## config.mk

```make
export PLATFORM = sky130hd
export DESIGN_NAME = sr_wprot_top
export DESIGN_NICKNAME = d
export VERILOG_FILES = /design/src/rtl/srwp_pkg.sv /design/src/rtl/srwp_region_decode.sv /design/src/rtl/srwp_cycle_timer.sv /design/src/rtl/sr_wprot_top.sv
export SDC_FILE = /design/constraint.sdc
export NUM_CORES = 1
export LEC_CHECK = 0
export ABC_AREA = 1
export BUFFER_PORTS_ARGS = -buffer_cell sky130_fd_sc_hd__buf_2
export CORE_MARGIN = 2
export CORE_UTILIZATION = 30
export DETAILED_ROUTE_END_ITERATION = 10
export PLACE_DENSITY = 0.5
export SLEW_MARGIN = 20
export SYNTH_ARGS = -nofsm -noshare
export SYNTH_HDL_FRONTEND = slang
export SYNTH_SLANG_ARGS = --single-unit
```

## constraint.sdc

```tcl
create_clock -name clk -period 2.4 [get_ports clk]
set_input_delay 0.24 -clock clk [delete_from_list [all_inputs] [get_ports clk]]
set_output_delay 0.24 -clock clk [all_outputs]
set_load 0.01 [all_outputs]
```

## src/rtl/srwp_pkg.sv

```systemverilog
package srwp_pkg;
  typedef enum logic [1:0] {
    OP_NONE   = 2'b00,
    OP_SETWEN = 2'b01,
    OP_CLRWEN = 2'b10,
    OP_WRSTAT = 2'b11
  } srwp_op_e;

  localparam int SR_LOCK_BIT = 7;
  localparam int SR_LVL_HI   = 3;
  localparam int SR_LVL_LO   = 2;
  localparam int SR_WEN_BIT  = 1;

  function automatic logic [7:0] pack_status(input logic lock_en, input logic [1:0] lvl,
                                             input logic wen_b);
    logic [7:0] s;
    s = '0;
    s[SR_LOCK_BIT]           = lock_en;
    s[SR_LVL_HI:SR_LVL_LO]   = lvl;
    s[SR_WEN_BIT]            = wen_b;
    return s;
  endfunction
endpackage

```

## src/rtl/srwp_region_decode.sv

```systemverilog
module srwp_region_decode #(
  parameter int ADDR_W = 10
) (
  input  logic [1:0]        lvl,
  input  logic [ADDR_W-1:0] addr,
  output logic              prot
);
  localparam int TOP = ADDR_W - 1;
  localparam int NXT = ADDR_W - 2;

  logic top_half;
  logic top_quarter;

  generate
    if (ADDR_W >= 2) begin : g_wide
      assign top_half    = addr[TOP];
      assign top_quarter = addr[TOP] & addr[NXT];
    end else begin : g_narrow
      assign top_half    = addr[0];
      assign top_quarter = addr[0];
    end
  endgenerate

  always_comb begin
    unique case (lvl)
      2'b00:   prot = 1'b0;
      2'b01:   prot = top_quarter;
      2'b10:   prot = top_half;
      default: prot = 1'b1;
    endcase
  end
endmodule

```

## src/rtl/srwp_cycle_timer.sv

```systemverilog
module srwp_cycle_timer #(
  parameter int CYCLE_LEN = 16
) (
  input  logic clk,
  input  logic rst,
  input  logic start,
  output logic busy,
  output logic done
);
  localparam int CW = $clog2(CYCLE_LEN + 1);
  localparam logic [CW-1:0] LOAD = CW'(CYCLE_LEN - 1);

  logic [CW-1:0] cnt;

  assign done = busy && (cnt == '0);

  always_ff @(posedge clk) begin
    if (rst) begin
      busy <= 1'b0;
      cnt  <= '0;
    end else if (start && !busy) begin
      busy <= 1'b1;
      cnt  <= LOAD;
    end else if (busy) begin
      if (cnt == '0) busy <= 1'b0;
      else           cnt  <= cnt - 1'b1;
    end
  end
endmodule

```

## src/rtl/sr_wprot_top.sv

```systemverilog
module sr_wprot_top #(
  parameter int         ADDR_W    = 10,
  parameter int         CYCLE_LEN = 16,
  parameter logic [1:0] BP_INIT   = 2'b00,
  parameter logic       WPEN_INIT = 1'b0
) (
  input  logic              clk,
  input  logic              rst,
  input  logic              cs_n,
  input  logic              wp_n,
  input  logic              cmd_valid,
  input  logic [1:0]        cmd_op,
  input  logic [7:0]        cmd_data,
  input  logic              arr_go,
  input  logic [ADDR_W-1:0] chk_addr,
  output logic [7:0]        status_q,
  output logic              busy,
  output logic              stwr_ok,
  output logic              addr_wr_ok
);
  import srwp_pkg::*;

  logic       wen;
  logic [1:0] lvl_r;
  logic       wpen_r;
  logic       pend;
  logic [2:0] pend_val;
  logic       cyc_stat;
  logic       cs_q;

  logic lock, cs_rise, cmd_take, stat_go, arr_take, cyc_start, cyc_done, prot;
  logic unused_bits;

  assign unused_bits = ^{cmd_data[6:4], cmd_data[1:0]};

  assign lock      = wpen_r & ~wp_n;
  assign cs_rise   = ~cs_q & cs_n;
  assign cmd_take  = cmd_valid & ~cs_n & ~busy;
  assign stat_go   = cs_rise & pend & ~lock & ~busy;
  assign arr_take  = arr_go & ~busy & ~stat_go;
  assign cyc_start = stat_go | arr_take;

  srwp_cycle_timer #(.CYCLE_LEN(CYCLE_LEN)) u_timer (
    .clk   (clk),
    .rst   (rst),
    .start (cyc_start),
    .busy  (busy),
    .done  (cyc_done)
  );

  srwp_region_decode #(.ADDR_W(ADDR_W)) u_region (
    .lvl  (lvl_r),
    .addr (chk_addr),
    .prot (prot)
  );

  always_ff @(posedge clk) begin
    if (rst) begin
      wen      <= 1'b0;
      lvl_r    <= BP_INIT;
      wpen_r   <= WPEN_INIT;
      pend     <= 1'b0;
      pend_val <= '0;
      cyc_stat <= 1'b0;
      cs_q     <= 1'b1;
    end else begin
      cs_q <= cs_n;
      if (cmd_take) begin
        unique case (cmd_op)
          OP_SETWEN: wen <= 1'b1;
          OP_CLRWEN: wen <= 1'b0;
          OP_WRSTAT: if (wen && !lock) begin
            pend     <= 1'b1;
            pend_val <= {cmd_data[SR_LOCK_BIT], cmd_data[SR_LVL_HI:SR_LVL_LO]};
          end
          default: ;
        endcase
      end
      // lock arriving mid-frame drops the armed write
      if (pend && lock && !cs_n) pend <= 1'b0;
      if (cs_rise) pend <= 1'b0;
      if (cyc_start) cyc_stat <= stat_go;
      if (cyc_done) begin
        wen <= 1'b0;
        if (cyc_stat) begin
          wpen_r <= pend_val[2];
          lvl_r  <= pend_val[1:0];
        end
      end
    end
  end

  always_ff @(posedge clk) begin
    if (rst) begin
      status_q   <= pack_status(WPEN_INIT, BP_INIT, 1'b0);
      stwr_ok    <= 1'b0;
      addr_wr_ok <= 1'b0;
    end else begin
      status_q   <= busy ? 8'hFF : pack_status(wpen_r, lvl_r, wen);
      stwr_ok    <= wen & ~lock;
      addr_wr_ok <= wen & ~prot;
    end
  end
endmodule

```

==> results of run 1 <==
-- worst min-delay path, delay by kind of cell --
family | cells | cell delay, ns
simple gates | 2 | 0.11
buf+inv | 1 | 0.07
-- stage by stage --
stage	total power, mW	hold slack [ns]	setup slack (ns)	std cells
4_1_cts	0.738	0.135	0.924	200
2_1_floorplan	0.521	0.348	1.26	133
5_1_grt	0.775	0.132	0.854	200
3_5_place_dp	0.553	0.473	1.05	196
6_report	0.725	0.142	0.944	200
3_3_place_gp	0.550	0.461	1.08	196
-- synthesized netlist by cell type, drive strengths merged --
cell and instances:
a21oi 8, buf 6, clkinv 1, dfxtp 23
ha 3, inv 20, nand2 22, nand3 13
nand4 3, nor2 23, nor4 1, o21ai 9
o31ai 1
-- state kept, by name (all words and copies together) (netlist names) --
register,cells
status_q,5
u_timer.cnt,5
pend_val,3
lvl_r,2
addr_wr_ok,1
cs_q,1
cyc_stat,1
pend,1
stwr_ok,1
u_timer.busy,1
wen,1
wpen_r,1
-- logic make-up (layout without fill, tap and decap cells) --
kind of cell | count (synthesis) | after routing | share of synthesized area
DFF | 23 | 23 | 0.438
AOI/OAI and AO/OA | 18 | 18 | 0.0916
buffers and inverters | 27 | 48 | 0.125
adders and majority gates | 3 | 3 | 0.0357
and+or+nand+nor | 62 | 62 | 0.310
-- cell type report --
| class | instances | area, um^2 | area share |
|---|---|---|---|
| well taps | 46 | 57.6 | 0.0477 |
| flip-flops and latches | 23 | 460 | 0.382 |
| multi-input cells | 83 | 460 | 0.382 |
| clock inverters | 1 | 5.00 | 0.00415 |
| clock buffers | 3 | 22.5 | 0.0187 |
| repair buffers | 23 | 115 | 0.0954 |
| inverters | 21 | 85.1 | 0.0705 |
-- per-layer routing --
layer | GRT usage | vias up
met5 | 0 | -
met4 | 0.0652 | 0
met3 | 0.0214 | 2
met2 | 0.178 | 23
met1 | 0.139 | 385
li1 | - | 458
-- final timing paths --
path / startpoint / end / cells past startpoint / slack [ns]
setup / recovery: u_timer.busy / busy / 1 / 0.94
hold reg to reg: lvl_r[0] / status_q[2] / 2 / 0.49
hold / removal: cmd_data[3] / pend_val[1] / 3 / 0.14
setup reg to reg: u_timer.busy / lvl_r[1] / 5 / 1.06
-- power breakdown --
group	switching [mW]	internal [mW]	total (mW)	leakage (nW)
logic	0.0764	0.0488	0.125	0.364
clock network	0.120	0.0622	0.182	0.0177
registers	0.0170	0.401	0.418	0.188
==> results.py, run 1 <==
metrics = {
    "cts": {
        "cts_resized": 0,
        "cts_sinks": 23,
        "cts-root-buf": "clkbuf_4",
        "clockBufferDepth": 2,
        "cts_buffers": 3,
        "ctsHoldBuffers": 0,
        "cts_max_level": 1,
        "clk_pin_slew_ns": 0.13,
        "post_cts_buffers": 0,
        "cts_tree": "done",
        "clk_latency_ns": 0.31,
    },
    "floorplanning": {
        "start_util": 0.313,
        "core_um2": 3360,
        "rows": 21,
        "die_w_um": 63.2,
        "pin_count": 37,
        "die_h_um": 63.2,
        "dieArea_um2": 4000,
    },
    "synth": {
        "yosysTopAreaCellShare": 0.438,
        "yosys.area.top_type": "dfxtp_1",
        "synth_seq_area_share": 0.438,
        "yosys_warnings": 0,
        "ys_ff_latch": 23,
        "syn_area_per_cell_um2": 7.91,
        "syn_area_um2": 1050,
        "syn-num-nets": 162,
        "yosysUniqueCellTypes": 23,
        "synthCells": 133,
        "synth.area.top_cells": "dfxtp_1 44%, nand2_1 6.8%, nor2_1 6.4%",
    },
    "worst_setup_path": {
        "critPathBufInv": 1,
        "path_class": "flip-flop to output port",
        "cp-end-kind": "output port",
        "timing.critical_path.slowest_cell_delay_ns": 0.68,
        "critPathMaxFanout": 10,
        "cp-start-kind": "flip-flop",
        "path_delay_family": "flip-flops",
        "crit_slowest_cell": "dfxtp_1",
        "crit_required_ns": 2.16,
        "timing.critical_path.arrival_ns": 1.22,
        "critical_path.cell_chain": "buf_2",
    },
    "global_routing": {
        "grt_start_max_net_pins": 14,
        "grt_pass1_vias": 800,
        "grt_first_pass_wirelength_um": 3480,
        "grt_overflow": 0,
        "grt_antenna_before_repair": 0,
        "track_usage": 0.111,
    },
    "timing": {
        "slew_violations": 0,
        "tightest_slew_ns": 0.532,
        "min_period_ns": 1.46,
        "hold_viol": 0,
        "rsz0062_at_grt": "no",
        "fin_crit_sh": 0.607,
        "setup_viol": 0,
        "finClkSkew_ns": 0.00270,
        "fmax_ghz": 0.687,
        "slew_headroom": 0.645,
        "tns_ns": 0,
    },
    "finish": {
        "areaGrowthSynthToFinish_pct": 14.6,
        "num_antenna_cells": 0,
        "drive_above_1_share": 0.292,
        "fin_nets": 184,
        "final_cell_area_um2": 1210,
        "fillCellCount": 389,
        "layout_common_cells": "23 x dfxtp_1, 23 x buf_2, 19 x nand2_1",
        "utilization": 0.359,
    },
    "detailed_routing": {
        "drtIter0Drc": 26,
        "drc_errors": 0,
        "firstDrtPassIters": 4,
        "wl_met1_um": 940,
        "highest_layer": "met4",
        "ant_nets": 0,
        "wl_met3_um": 108,
        "dr_wl_met2_um": 882,
        "vias": 868,
        "wirelength_um": 1970,
        "viasPerCell": 4.34,
        "post_drt_wl_per_cell_um": 9.83,
    },
    "place": {
        "io_buffers": 23,
        "hpwlAfterDp_um": 1540,
        "gp_congestion": 0.778,
        "postPlaceCellArea_um2": 1180,
    },
    "hold_path": {
        "worstHoldPathType": "input pin to flip-flop",
    },
    "job": {
        "maxCapViolCount": 0,
    },
    "outcome": {
        "status": "finished clean",
    },
    "power_and_ir_drop": {
        "leakage_nw": 0.570,
        "irDropWorstVdd_mv": 0.125,
        "powerDensity_nw_per_um2": 601,
    },
}
Power figures use the tool's default switching activity.
==> inputs of run 2 (changes only) <==
--- a/config.mk
+++ b/config.mk
@@ -10,7 +10,7 @@
 export CORE_MARGIN = 2
 export CORE_UTILIZATION = 30
 export DETAILED_ROUTE_END_ITERATION = 10
-export PLACE_DENSITY = 0.5
+export PLACE_DENSITY = 0.52
 export SLEW_MARGIN = 20
 export SYNTH_ARGS = -nofsm -noshare
 export SYNTH_HDL_FRONTEND = slang
==> constraint.sdc (replaced) <==
create_clock -name clk -period 1.2 [get_ports clk]
set_input_delay 0.12 -clock clk [delete_from_list [all_inputs] [get_ports clk]]
set_output_delay 0.12 -clock clk [all_outputs]
set_load 0.01 [all_outputs]
==> run 2 against run 1 <==
Net effect:
- flip-flop and latch count unchanged
- sequential share of layout area shrank 2.7 points
- non-clock buffer count rose by 8
- critical path depth rose by 6
- global-route usage up 0.063 points
- power rose by 110%
- largest cell class is now multi-input gates
==> results.py, run 2 (synthesis gave the netlist of run 1 again) <==
metrics = {
    "cts": {
        "post_cts_buffers": 0,
        "clk_pin_slew_ns": 0.13,
        "cts_sinks": 23,
        "clk_latency_ns": 0.31,
        "cts-root-buf": "clkbuf_4",
        "clockBufferDepth": 2,
        "cts_max_level": 1,
        "cts_buffers": 3,
        "cts_tree": "done",
    },
    "timing": {
        "min_period_ns": 1.17,
        "setup_viol": 0,
        "finClkSkew_ns": 0.00659,
        "slew_violations": 0,
        "fmax_ghz": 0.855,
        "tightest_slew_ns": 0.399,
        "rsz0062_at_grt": "yes",
        "fin_crit_sh": 0.975,
        "tns_ns": 0,
        "slew_headroom": 0.734,
        "hold_viol": 0,
    },
    "job": {
        "maxCapViolCount": 0,
    },
    "floorplanning": {
        "die_w_um": 63.2,
        "core_um2": 3360,
        "pin_count": 37,
        "start_util": 0.313,
        "dieArea_um2": 4000,
        "rows": 21,
        "die_h_um": 63.2,
    },
    "global_routing": {
        "grt_start_max_net_pins": 14,
        "grt_pass1_vias": 837,
        "grt_overflow": 0,
        "grt_first_pass_wirelength_um": 3570,
        "grt_antenna_before_repair": 0,
        "track_usage": 0.112,
    },
    "worst_setup_path": {
        "timing.critical_path.arrival_ns": 1.38,
        "cp-end-kind": "flip-flop",
        "critical_path.cell_chain": "inv_2, ha_4, nand2_2, nor2_4, nand3_4, o21ai_1, nor2_1",
        "crit_slowest_cell": "dfxtp_2",
        "path_delay_family": "flip-flops",
        "crit_required_ns": 1.41,
        "timing.critical_path.slowest_cell_delay_ns": 0.35,
        "path_class": "flip-flop to flip-flop",
        "critPathBufInv": 1,
        "cp-start-kind": "flip-flop",
        "critPathMaxFanout": 4,
    },
    "finish": {
        "fin_cells": 208,
        "fin_nets": 192,
        "multiInputGateArea_um2": 503,
        "regArea_um2": 467,
        "fillCellCount": 386,
        "layout_commonest_cell": "buf_2",
        "num_antenna_cells": 0,
        "drive_above_1_share": 0.377,
        "layout_common_cells": "23 x buf_2, 20 x dfxtp_1, 18 x nand2_1, 18 x nor2_1, 14 x inv_1",
        "final_cell_area_um2": 1310,
        "areaGrowthSynthToFinish_pct": 24.9,
        "reg.largest.list": "status_q (5), u_timer.cnt (5), pend_val (3)",
    },
    "detailed_routing": {
        "viasPerCell": 4.28,
        "vias": 891,
        "drc_errors": 0,
        "ant_nets": 0,
        "drtIter0Drc": 40,
        "firstDrtPassIters": 4,
        "post_drt_wl_per_cell_um": 9.65,
        "wirelength_um": 2010,
    },
    "power_and_ir_drop": {
        "p_seq_frac": 0.546,
        "powerDensity_nw_per_um2": 1160,
        "p_clk_frac": 0.239,
        "p_sw_frac": 0.289,
        "irDropWorstVdd_mv": 0.405,
        "pwr-share-comb": 0.216,
        "leakage_nw": 0.613,
        "p_switching_uw": 442,
        "p_int_mw": 1.09,
    },
    "place": {
        "io_buffers": 23,
        "hpwlAfterDp_um": 1560,
        "dp_cells": 204,
        "gp_congestion": 0.751,
        "postPlaceCellArea_um2": 1240,
    },
    "outcome": {
        "status": "finished clean",
    },
    "hold_path": {
        "worstHoldPathType": "input pin to flip-flop",
    },
}
run 2: cell count changes in the layout (fill, tap and decap cells not counted), sizes merged:
cell	previous run	this run
clkbuf	3	4
buf	23	31
clkinv	2	1
run 2: worst paths after layout:
| path | start | to | slack (ns) | depth (start not counted) |
|---|---|---|---|---|
| min reg2reg | lvl_r[0] | lvl_r[0] | 0.48 | 2 |
| min | cmd_data[2] | pend_val[0] | 0.03 | 3 |
| max | u_timer.cnt[1] | lvl_r[1] | 0.03 | 7 |
| max reg2reg | u_timer.cnt[1] | lvl_r[1] | 0.03 | 7 |
run 2: worst min-delay path, stage by stage:
cell    delay (ns)
buf_2         0.08
nor2_1        0.03
nor2_1        0.08
run 2: repair_timing:
action,CTS,global route
pin swaps,0,3
hold buffers,0,0
setup endpoints to repair,5,11
resized for setup,5,12
run 2: power groups by stage:
| stage | Sequential, mW | Combinational [mW] | Clock (mW) |
|---|---|---|---|
| final | 0.833 | 0.329 | 0.364 |
| after global routing | 0.840 | 0.377 | 0.408 |
| after CTS | 0.828 | 0.307 | 0.379 |
| after detailed placement | 0.844 | 0.302 | 0 |
| after global placement | 0.843 | 0.298 | 0 |
| after floorplan | 0.846 | 0.197 | 0 |
run 2: area by class of cell:
| class | instances | share of cell area |
|---|---|---|
| clock buffer | 4 | 0.0200 |
| timing repair buffer | 31 | 0.133 |
| inverter | 21 | 0.0648 |
| tap | 46 | 0.0438 |
| sequential | 23 | 0.355 |
| multi-input combinational | 83 | 0.383 |
run 2: per-layer routing:
layer,vias up,wire length [um],track usage
met3,4,94,0.0232
met4,0,25,0.0408
met5,-,0,0
li1,479,-,-
met1,387,1020,0.149
met2,21,869,0.180
run 2: stage by stage:
stage / power, mW / hold WS (ns) / setup WS [ns] / util
after global placement: 1.14 / 0.341 / -0.00190 / 0.368
after global routing: 1.62 / 0.0184 / -0.0307 / 0.391
final: 1.53 / 0.0327 / 0.0301 / 0.391
after floorplan: 1.04 / 0.228 / 0.0632 / -
after CTS: 1.51 / 0.0280 / -0.00901 / 0.377
after detailed placement: 1.15 / 0.358 / -0.0202 / 0.368
==> inputs of run 3 (changes only) <==
--- a/config.mk
+++ b/config.mk
@@ -10,8 +10,7 @@
 export CORE_MARGIN = 2
 export CORE_UTILIZATION = 30
 export DETAILED_ROUTE_END_ITERATION = 10
-export PLACE_DENSITY = 0.52
-export SLEW_MARGIN = 20
+export HOLD_SLACK_MARGIN = 0.02
 export SYNTH_ARGS = -nofsm -noshare
 export SYNTH_HDL_FRONTEND = slang
 export SYNTH_SLANG_ARGS = --single-unit
==> run 3 against run 2 <==
Net effect:
- flip-flop and latch count unchanged
- via count down 1.0%
- die area unchanged
- utilization down 1.2 points
==> results.py, run 3 (synthesis gave the netlist of run 1 again) <==
metrics = {
    "outcome": {
        "status": "finished clean",
    },
    "power_and_ir_drop": {
        "irDropWorstVdd_mv": 0.427,
        "leakage_nw": 0.592,
        "powerDensity_nw_per_um2": 1170,
    },
    "worst_setup_path": {
        "cp-start-kind": "flip-flop",
        "critPathMaxFanout": 8,
        "crit_slowest_cell": "dfxtp_4",
        "startpoint": "u_timer.busy",
        "cp-end-kind": "output port",
        "timing.critical_path.arrival_ns": 1.02,
        "critical_path.cell_chain": "buf_4, buf_2",
        "timing.critical_path.slowest_cell_delay_ns": 0.41,
        "worst-r2r-setup-slack_ns": 0.07,
        "crit_required_ns": 1.08,
        "reg2reg_from": "u_timer.cnt[0]",
        "path_class": "flip-flop to output port",
    },
    "cts": {
        "cts_buffers": 3,
        "clk_pin_slew_ns": 0.13,
        "clk_latency_ns": 0.31,
        "cts_tree": "done",
        "post_cts_buffers": 0,
        "cts_max_level": 1,
        "cts_sinks": 23,
        "clockBufferDepth": 2,
        "cts-root-buf": "clkbuf_4",
    },
    "finish": {
        "drive_above_1_share": 0.342,
        "fin_cells": 204,
        "fillCellCount": 373,
        "final_cell_area_um2": 1270,
        "reg.largest.list": "status_q (5), u_timer.cnt (5), pend_val (3)",
        "fin_nets": 188,
        "areaGrowthSynthToFinish_pct": 21.0,
        "layout_commonest_cell": "buf_2",
        "utilization": 0.379,
        "layout_common_cells": "23 x buf_2, 21 x dfxtp_1, 18 x nand2_1, 18 x nor2_1, 14 x inv_1",
        "num_antenna_cells": 0,
    },
    "timing": {
        "tightest_slew_ns": 0.377,
        "slew_violations": 0,
        "setup_viol": 0,
        "finClkSkew_ns": 0.000857,
        "hold_viol": 0,
        "min_period_ns": 1.14,
        "fin_crit_sh": 0.948,
        "fmax_ghz": 0.879,
        "slew_headroom": 0.748,
    },
    "detailed_routing": {
        "wirelength_um": 1970,
        "drc_errors": 0,
        "viasPerCell": 4.32,
        "ant_nets": 0,
        "firstDrtPassIters": 4,
        "post_drt_wl_per_cell_um": 9.68,
        "vias": 882,
        "drtIter0Drc": 13,
    },
    "place": {
        "dp_cells": 199,
        "gp_congestion": 0.753,
        "hpwlAfterDp_um": 1530,
        "io_buffers": 23,
        "postPlaceCellArea_um2": 1200,
    },
    "floorplanning": {
        "core_um2": 3360,
        "dieArea_um2": 4000,
        "rows": 21,
        "pin_count": 37,
        "die_w_um": 63.2,
        "die_h_um": 63.2,
        "start_util": 0.313,
    },
    "global_routing": {
        "grt_overflow": 0,
        "grt_start_max_net_pins": 14,
        "grt_first_pass_wirelength_um": 3540,
        "grt_pass1_vias": 815,
        "track_usage": 0.109,
        "grt_antenna_before_repair": 0,
    },
    "hold_path": {
        "min-delay-start": "cs_n",
        "worstHoldPathType": "input pin to flip-flop",
    },
    "job": {
        "maxCapViolCount": 0,
    },
}
==> run 3: worst paths after layout <==
| kind | cells past startpoint | endpoint |
|---|---|---|
| setup / recovery | 2 | busy |
| hold / removal | 3 | cs_q |
| setup reg to reg | 7 | lvl_r[0] |
| hold reg to reg | 2 | status_q[2] |
==> run 3: layout make-up <==
class	count	area [um^2]	share of cell area
multi-input combinational	83	490	0.385
sequential	23	465	0.365
timing repair buffer	27	148	0.116
inverter	21	85.1	0.0668
tap	46	57.6	0.0452
clock buffer	3	22.5	0.0177
clock inverter	1	5.00	0.00393
==> run 3: routing by layer <==
layer	wire length, um	vias to the layer above	GRT usage
met1	925	388	0.134
met3	81	2	0.0196
met2	954	16	0.184
met5	0	-	0
li1	-	476	-
met4	12	0	0.0516
==> run 3: power by group <==
group	switching (mW)	internal, mW	leakage [nW]
clock	0.234	0.124	0.0177
combinational	0.175	0.131	0.386
sequential	0.0268	0.803	0.189
==> run 3: through the flow <==
| step | setup slack (ns) | TNS [ns] | power [mW] | hold slack, ns |
|---|---|---|---|---|
| 6_report | 0.0622 | 0 | 1.49 | 0.0318 |
| 5_1_grt | -0.000596 | -0.000596 | 1.58 | 0.0249 |
| 4_1_cts | 0.000675 | 0 | 1.50 | 0.0231 |
| 3_5_place_dp | -0.0170 | -0.0170 | 1.12 | 0.353 |
| 3_3_place_gp | 0.00111 | 0 | 1.12 | 0.345 |
| 2_1_floorplan | 0.0632 | 0 | 1.04 | 0.228 |
==> run 3: what timing repair did <==
| action | CTS | global route |
|---|---|---|
| endpoints found under the hold margin | 0 | 1 |
| setup endpoints to repair | 9 | 12 |
| hold buffers | 0 | 1 |
| gates resized for setup | 5 | 8 |
==> run 3: critical path, delay by kind of cell (launching register included) <==
kind	cells	cell delay, ns
flip-flops	1	0.41
buffers and inverters	2	0.30
